[config.mk]
export PLATFORM = sky130hd
export DESIGN_NAME = vram_wport
export DESIGN_NICKNAME = d
export VERILOG_FILES = /design/src/rtl/vwp_pkg.sv /design/src/rtl/vwp_addr_reg.sv /design/src/rtl/vwp_word_buf.sv /design/src/rtl/vwp_status.sv /design/src/rtl/vram_wport.sv
export SDC_FILE = /design/constraint.sdc
export NUM_CORES = 1
export LEC_CHECK = 0
export ABC_CLOCK_PERIOD_IN_PS = 1800
export BUFFER_PORTS_ARGS = -buffer_cell sky130_fd_sc_hd__buf_2
export CORE_MARGIN = 2
export CORE_UTILIZATION = 45
export DETAILED_ROUTE_END_ITERATION = 7
export PLACE_DENSITY_LB_ADDON = 0.3
export SYNTH_ARGS = -nofsm -noshare
export SYNTH_HDL_FRONTEND = slang
export SYNTH_HIERARCHICAL = 1
export SYNTH_SLANG_ARGS = --single-unit
export TNS_END_PERCENT = 30
[constraint.sdc]
create_clock -name clk -period 1.8 [get_ports clk]
set_input_delay 0.09 -clock clk [delete_from_list [all_inputs] [get_ports clk]]
set_output_delay 0.09 -clock clk [all_outputs]
set_load 0.05 [all_outputs]
[src/rtl/vwp_pkg.sv]
package vwp_pkg;
  localparam int unsigned DATA_W = 16;
  localparam int unsigned OFS_W  = 8;
  localparam int unsigned SEL_W  = 4;
  localparam int unsigned KIND_W = DATA_W - OFS_W;

  localparam logic [SEL_W-1:0]  IDX_ADDR = 4'hE;
  localparam logic [SEL_W-1:0]  IDX_DATA = 4'hF;
  localparam logic [KIND_W-1:0] CODE_R0  = 8'h7E;
  localparam logic [KIND_W-1:0] CODE_R1  = 8'h7F;

  typedef enum logic { REGION_0 = 1'b0, REGION_1 = 1'b1 } region_e;

  typedef struct packed {
    logic ovf;
    logic full;
  } stat_t;
endpackage

[src/rtl/vwp_addr_reg.sv]
module vwp_addr_reg
  import vwp_pkg::*;
#(
  parameter int unsigned AW  = DATA_W,
  parameter int unsigned OW  = OFS_W,
  parameter logic [AW-OW-1:0] C0 = CODE_R0,
  parameter logic [AW-OW-1:0] C1 = CODE_R1
) (
  input  logic          clk,
  input  logic          rst_n,
  input  logic          load,
  input  logic [AW-1:0] load_addr,
  input  logic          step,
  output logic          enabled,
  output region_e       region,
  output logic [OW-1:0] offset
);
  localparam int unsigned KW = AW - OW;
  localparam logic [OW-1:0] WORD_STEP = OW'(2);
  localparam logic [OW-1:0] ALIGN_MASK = ~OW'(1);

  logic [KW-1:0] code_in;
  logic          code_ok;

  assign code_in = load_addr[AW-1:OW];
  assign code_ok = (code_in == C0) || (code_in == C1);

  always_ff @(posedge clk or negedge rst_n) begin
    if (!rst_n) begin
      enabled <= 1'b0;
      region  <= REGION_0;
      offset  <= '0;
    end else if (load) begin
      enabled <= code_ok;
      region  <= (code_in == C1) ? REGION_1 : REGION_0;
      offset  <= load_addr[OW-1:0] & ALIGN_MASK;
    end else if (step) begin
      offset  <= offset + WORD_STEP;
    end
  end

  // each accepted word moves the offset by one word, wrapping
  a_r6_offset_step: assert property (@(posedge clk) disable iff (!rst_n)
    (step && !load) |=> (offset == $past(offset) + WORD_STEP));

  // offset stays word aligned
  a_r2_aligned: assert property (@(posedge clk) disable iff (!rst_n)
    load |=> (offset[0] == 1'b0));

  // a bad region code parks the port
  a_r3_park: assert property (@(posedge clk) disable iff (!rst_n)
    (load && !code_ok) |=> !enabled);
endmodule

[src/rtl/vwp_word_buf.sv]
module vwp_word_buf
  import vwp_pkg::*;
#(
  parameter int unsigned DW = DATA_W
) (
  input  logic          clk,
  input  logic          rst_n,
  input  logic          push,
  input  logic [DW-1:0] push_data,
  input  logic          flush,
  input  logic          take,
  input  logic          clr_ovf,
  output logic          full,
  output logic          ovf,
  output logic [DW-1:0] word
);
  logic clobber;

  assign clobber = push && full && !take;

  always_ff @(posedge clk or negedge rst_n) begin
    if (!rst_n) begin
      full <= 1'b0;
      word <= '0;
    end else begin
      if (push)
        word <= push_data;
      if (flush)
        full <= 1'b0;
      else if (push)
        full <= 1'b1;
      else if (take)
        full <= 1'b0;
    end
  end

  always_ff @(posedge clk or negedge rst_n) begin
    if (!rst_n)
      ovf <= 1'b0;
    else if (clobber)
      ovf <= 1'b1;
    else if (clr_ovf)
      ovf <= 1'b0;
  end

  // replacing a waiting word raises the flag
  a_r5_ovf_set: assert property (@(posedge clk) disable iff (!rst_n)
    (push && full && !take) |=> (ovf && full));

  // push together with a take is not an overwrite
  a_r10_no_ovf: assert property (@(posedge clk) disable iff (!rst_n)
    (push && full && take && !ovf) |=> (!ovf && full));

  // a status read clears the flag unless a new overwrite lands
  a_r9_clear: assert property (@(posedge clk) disable iff (!rst_n)
    (clr_ovf && !(push && full && !take)) |=> !ovf);

  // a take without push empties the buffer
  a_r6_empty: assert property (@(posedge clk) disable iff (!rst_n)
    (take && !push) |=> !full);
endmodule

[src/rtl/vwp_status.sv]
module vwp_status
  import vwp_pkg::*;
#(
  parameter int unsigned DW = DATA_W
) (
  input  logic          rd_stat,
  input  stat_t         stat,
  output logic [DW-1:0] rdata
);
  localparam int unsigned SW = $bits(stat_t);

  always_comb begin
    rdata = '0;
    if (rd_stat)
      rdata[SW-1:0] = stat;
  end
endmodule

[src/rtl/vram_wport.sv]
module vram_wport
  import vwp_pkg::*;
#(
  parameter int unsigned DW = DATA_W,
  parameter int unsigned OW = OFS_W,
  parameter int unsigned SW = SEL_W,
  parameter logic [SW-1:0] ADDR_IDX = IDX_ADDR,
  parameter logic [SW-1:0] DATA_IDX = IDX_DATA,
  parameter logic [DW-OW-1:0] REGION0_CODE = CODE_R0,
  parameter logic [DW-OW-1:0] REGION1_CODE = CODE_R1
) (
  input  logic          clk,
  input  logic          rst_n,
  input  logic [SW-1:0] cpu_sel,
  input  logic          cpu_wr,
  input  logic          cpu_rd,
  input  logic [DW-1:0] cpu_wdata,
  output logic [DW-1:0] cpu_rdata,
  output logic          mem_valid,
  input  logic          mem_ready,
  output logic          mem_sel,
  output logic [OW-1:0] mem_offset,
  output logic [DW-1:0] mem_data
);
  logic    ld_addr;
  logic    push_word;
  logic    rd_stat;
  logic    take;
  logic    addr_en;
  logic    buf_full;
  logic    buf_ovf;
  region_e region;
  stat_t   stat;

  assign ld_addr   = cpu_wr && (cpu_sel == ADDR_IDX);
  assign push_word = cpu_wr && (cpu_sel == DATA_IDX);
  assign rd_stat   = cpu_rd && (cpu_sel == ADDR_IDX);
  assign mem_valid = buf_full && addr_en;
  assign take      = mem_valid && mem_ready;
  assign mem_sel   = (region == REGION_1);
  assign stat      = '{ovf: buf_ovf, full: buf_full};

  vwp_addr_reg #(
    .AW(DW), .OW(OW), .C0(REGION0_CODE), .C1(REGION1_CODE)
  ) u_addr (
    .clk(clk), .rst_n(rst_n),
    .load(ld_addr), .load_addr(cpu_wdata), .step(take),
    .enabled(addr_en), .region(region), .offset(mem_offset)
  );

  vwp_word_buf #(.DW(DW)) u_buf (
    .clk(clk), .rst_n(rst_n),
    .push(push_word), .push_data(cpu_wdata), .flush(ld_addr),
    .take(take), .clr_ovf(rd_stat),
    .full(buf_full), .ovf(buf_ovf), .word(mem_data)
  );

  vwp_status #(.DW(DW)) u_stat (
    .rd_stat(rd_stat), .stat(stat), .rdata(cpu_rdata)
  );

  // offered word held under back-pressure
  a_r11_hold: assert property (@(posedge clk) disable iff (!rst_n)
    (mem_valid && !mem_ready && !cpu_wr) |=>
      (mem_valid && $stable(mem_data) && $stable(mem_offset) && $stable(mem_sel)));

  // an address write drops any waiting word
  a_r2_flush: assert property (@(posedge clk) disable iff (!rst_n)
    ld_addr |=> !mem_valid);

  // reads of other indices return zero
  a_r8_other_zero: assert property (@(posedge clk) disable iff (!rst_n)
    !rd_stat |-> (cpu_rdata == '0));
endmodule

==> impl_metrics.py <==
metrics = {
    "outcome": {
        "status": "finished with violations",
        "violations": "design-rule violations",
    },
    "floorplan": {
        "num_rows": 19,
        "die-area_um2": 3457,
        "initial_core_util_pct": 48.17,
        "io_pins": 67,
        "die_y_um": 58.80,
        "core_area_um2": 2805,
        "die_w_um": 58.80,
    },
    "timing": {
        "fmax_mhz": 665.5,
        "finalSetupTns_ns": 0,
        "setup_viol": 0,
        "maxSlewViolCount": 0,
        "worst_pin_slew_ns": 0.5822,
        "fin_crit_ns": 1.503,
        "relSlewSlack_pct": 61.18,
        "rsz0062_at_grt": "false",
        "hold_violations": 0,
        "period_share_pct": 83.49,
        "finalWorstSetupSlack_ns": 0.2973,
        "finClkSkew_ns": 0.001167,
    },
    "layout": {
        "mostFrequentLayoutCells": "buf_2 (51), dfrtp_1 (27), conb_1 (15), nand2_1 (9), mux2_4 (9)",
        "final_nets": 200,
        "layout_commonest_cell": "buf_2",
        "diodes": 0,
        "area_growth_pct": 22.13,
        "layout-drive-gt1-share_pct": 44.51,
    },
    "synthesis": {
        "yosysUniqueCellTypes": 30,
        "syn-cell-area_um2": 1351,
        "avgSynthCellArea_um2": 11.75,
        "yosysWarnings": 6,
        "ys_seq_area_share_pct": 50.00,
        "synth_cells": 115,
        "synth_seq_cells": 27,
    },
    "cts": {
        "numCtsBuffers": 3,
        "cts_tree": "built",
        "worstSkewPairLatency_ns": 0.30,
        "cts.sinks": 27,
        "cts_resized": 0,
        "htree_levels": 1,
        "clockBufferDepth": 2,
        "cts.clk_slew.worst_paths_ns": 0.13,
        "postCtsSetupRepairBufs": 0,
        "cts-root-buf": "clkbuf_4",
    },
    "grt": {
        "grt_usage_pct": 15.75,
        "antenna_found_initial": 0,
        "grt_max_degree": 28,
        "grt-ovfl-total": 0,
        "grt_pass1_wl_um": 4153,
        "grt_pass1_vias": 973,
    },
    "critical_path": {
        "critPathLaunchType": "flop",
        "r2r_cells": 4,
        "cp_slowest_cell": "dfrtp_1",
        "critPathKind": "reg -> reg",
        "cp_cell_sequence": "and3_1 > nand4_1 > or3_1 > a31oi_1",
        "r2r_slack_ns": 0.30,
        "cp-startpoint": "u_buf/full",
        "worstReg2RegEnd": "u_addr/offset[6]",
        "path_max_fanout": 6,
        "cp.required_ns": 2.03,
        "rr_startpoint": "u_buf/full",
        "cp.arrival_ns": 1.73,
        "end_kind": "flop",
        "max_stage_delay_ns": 0.39,
        "crit_end": "u_addr/offset[6]",
    },
    "detailed_routing": {
        "drtAntennaViolNets": 0,
        "post_drt_wl_per_cell_um": 12.16,
        "drt_pass1_iterations": 6,
        "drtIter0Drc": 23,
        "vias": 986,
        "finalWirelength_um": 2481,
        "vias_per_cell": 4.833,
        "route.detailed.drc": 3,
    },
    "min_path": {
        "hold_class": "in -> reg",
    },
    "pwr": {
        "leakage_nw": 0.8395,
        "power_density_nw_per_um2": 1173,
        "ir_worst_vdd_uv": 638.1,
    },
    "placement": {
        "place_ws_ns": 0.2965,
        "numPortBuffers": 51,
        "globalplace.congestion": 0.7380,
        "place_hpwl_um": 1871,
    },
    "flow_run": {
        "maxCapViolCount": 0,
    },
}
==> metal layers <==
metal | vias to the layer above | routed length (um) | track usage (%)
met5 | - | 0 | 0
met1 | 476 | 990 | 19.91
li1 | 478 | - | -
met3 | 2 | 125 | 1.978
met4 | 0 | 18 | 5.844
met2 | 30 | 1347 | 27.46
==> what timing repair did <==
action | 4_1_cts | 5_1_grt
endpoints found under the setup margin | 0 | 0
hold buffers | 5 | 1
endpoints found under the hold margin | 31 | 2
==> power by group <==
part           switching, W  total (W)  leakage [nW]  internal, W
combinational      0.000636   0.000872         0.490     0.000236
sequential        0.0000841   0.000820         0.334     0.000736
clock              0.000158   0.000244        0.0150    0.0000863
total              0.000878    0.00194         0.839      0.00106
==> flip-flops by register name, indices dropped and copies added (netlist names) <==
register        flops
u_addr/enabled      1
u_addr/offset       7
u_addr/region       1
u_buf/full          1
u_buf/ovf           1
u_buf/word         16
==> how the worst min path moves through the flow <==
stage | start | endpoint | slack [ns] | cells past startpoint
after CTS | cpu_wdata[1] | u_addr/offset[1] | 0.001 | 3
after global routing | cpu_wdata[8] | u_buf/word[8] | 0.006 | 2
after floorplan | rst_n | u_addr/enabled | -0.21 | 0
final | cpu_wdata[1] | u_addr/offset[1] | 0.01 | 3
after global placement | rst_n | u_buf/word[5] | 0.12 | 1
after detailed placement | rst_n | u_buf/word[5] | 0.13 | 1
==> cell type report <==
cell class / count / area (um2)
fill: 257 / 1155
multi-input combinational: 80 / 568.0
inverter: 3 / 11.26
timing repair buffer: 59 / 330.3
clock buffer: 4 / 26.28
sequential: 27 / 675.6
tap: 31 / 38.79
==> through the flow <==
step	hold WS [ns]	instance area [um2]	cells	total power, W	utilization, %
floorplan	-0.2056	1400	128	0.001519	-
global placement	0.1174	1564	194	0.001684	55.75
detailed placement	0.1267	1564	194	0.001698	55.75
CTS	0.001099	1640	203	0.001956	58.47
global route	0.006049	1650	204	0.002043	58.83
finish	0.01148	1650	204	0.001936	58.83
==> worst max-delay path, delay by kind of cell, from the launching register on <==
family | cells | cell delay (ns)
compound gates | 1 | 0.19
flops | 1 | 0.39
simple gates | 3 | 0.85
==> synthesized netlist by cell type, drive strengths merged <==
cell type / instances / share of area, %
dfrtp: 27 / 50
buf: 17 / 11
mux2: 17 / 17
nand2: 9 / 2.5
o21ai: 7 / 2.6
nor2: 6 / 1.9
and2: 3 / 1.4
inv: 3 / 0.83
nand3: 3 / 1.1
xor2: 3 / 1.9
a31oi: 2 / 0.93
conb: 2 / 0.56
nand2b: 2 / 1.5
nand4: 2 / 0.93
or3: 2 / 0.93
a21oi: 1 / 0.37
a31o: 1 / 0.65
and3: 1 / 0.46
clkbuf: 1 / 0.28
ha: 1 / 0.93
mux2i: 1 / 0.74
nand4b: 1 / 0.65
nor2b: 1 / 0.46
o22ai: 1 / 0.46
xnor2: 1 / 0.65
==> cell families after synthesis <==
logic type                 share of synthesized area, %
other                                            0.5558
and+or+nand+nor                                   11.76
DFF                                               50.00
muxes                                             17.41
buffers and inverters                             11.76
AOI/OAI and AO/OA                                 5.000
xor gates and xnor gates                          2.593
adders and majority gates                        0.9258
No activity file was read; power rests on OpenSTA's default activity.
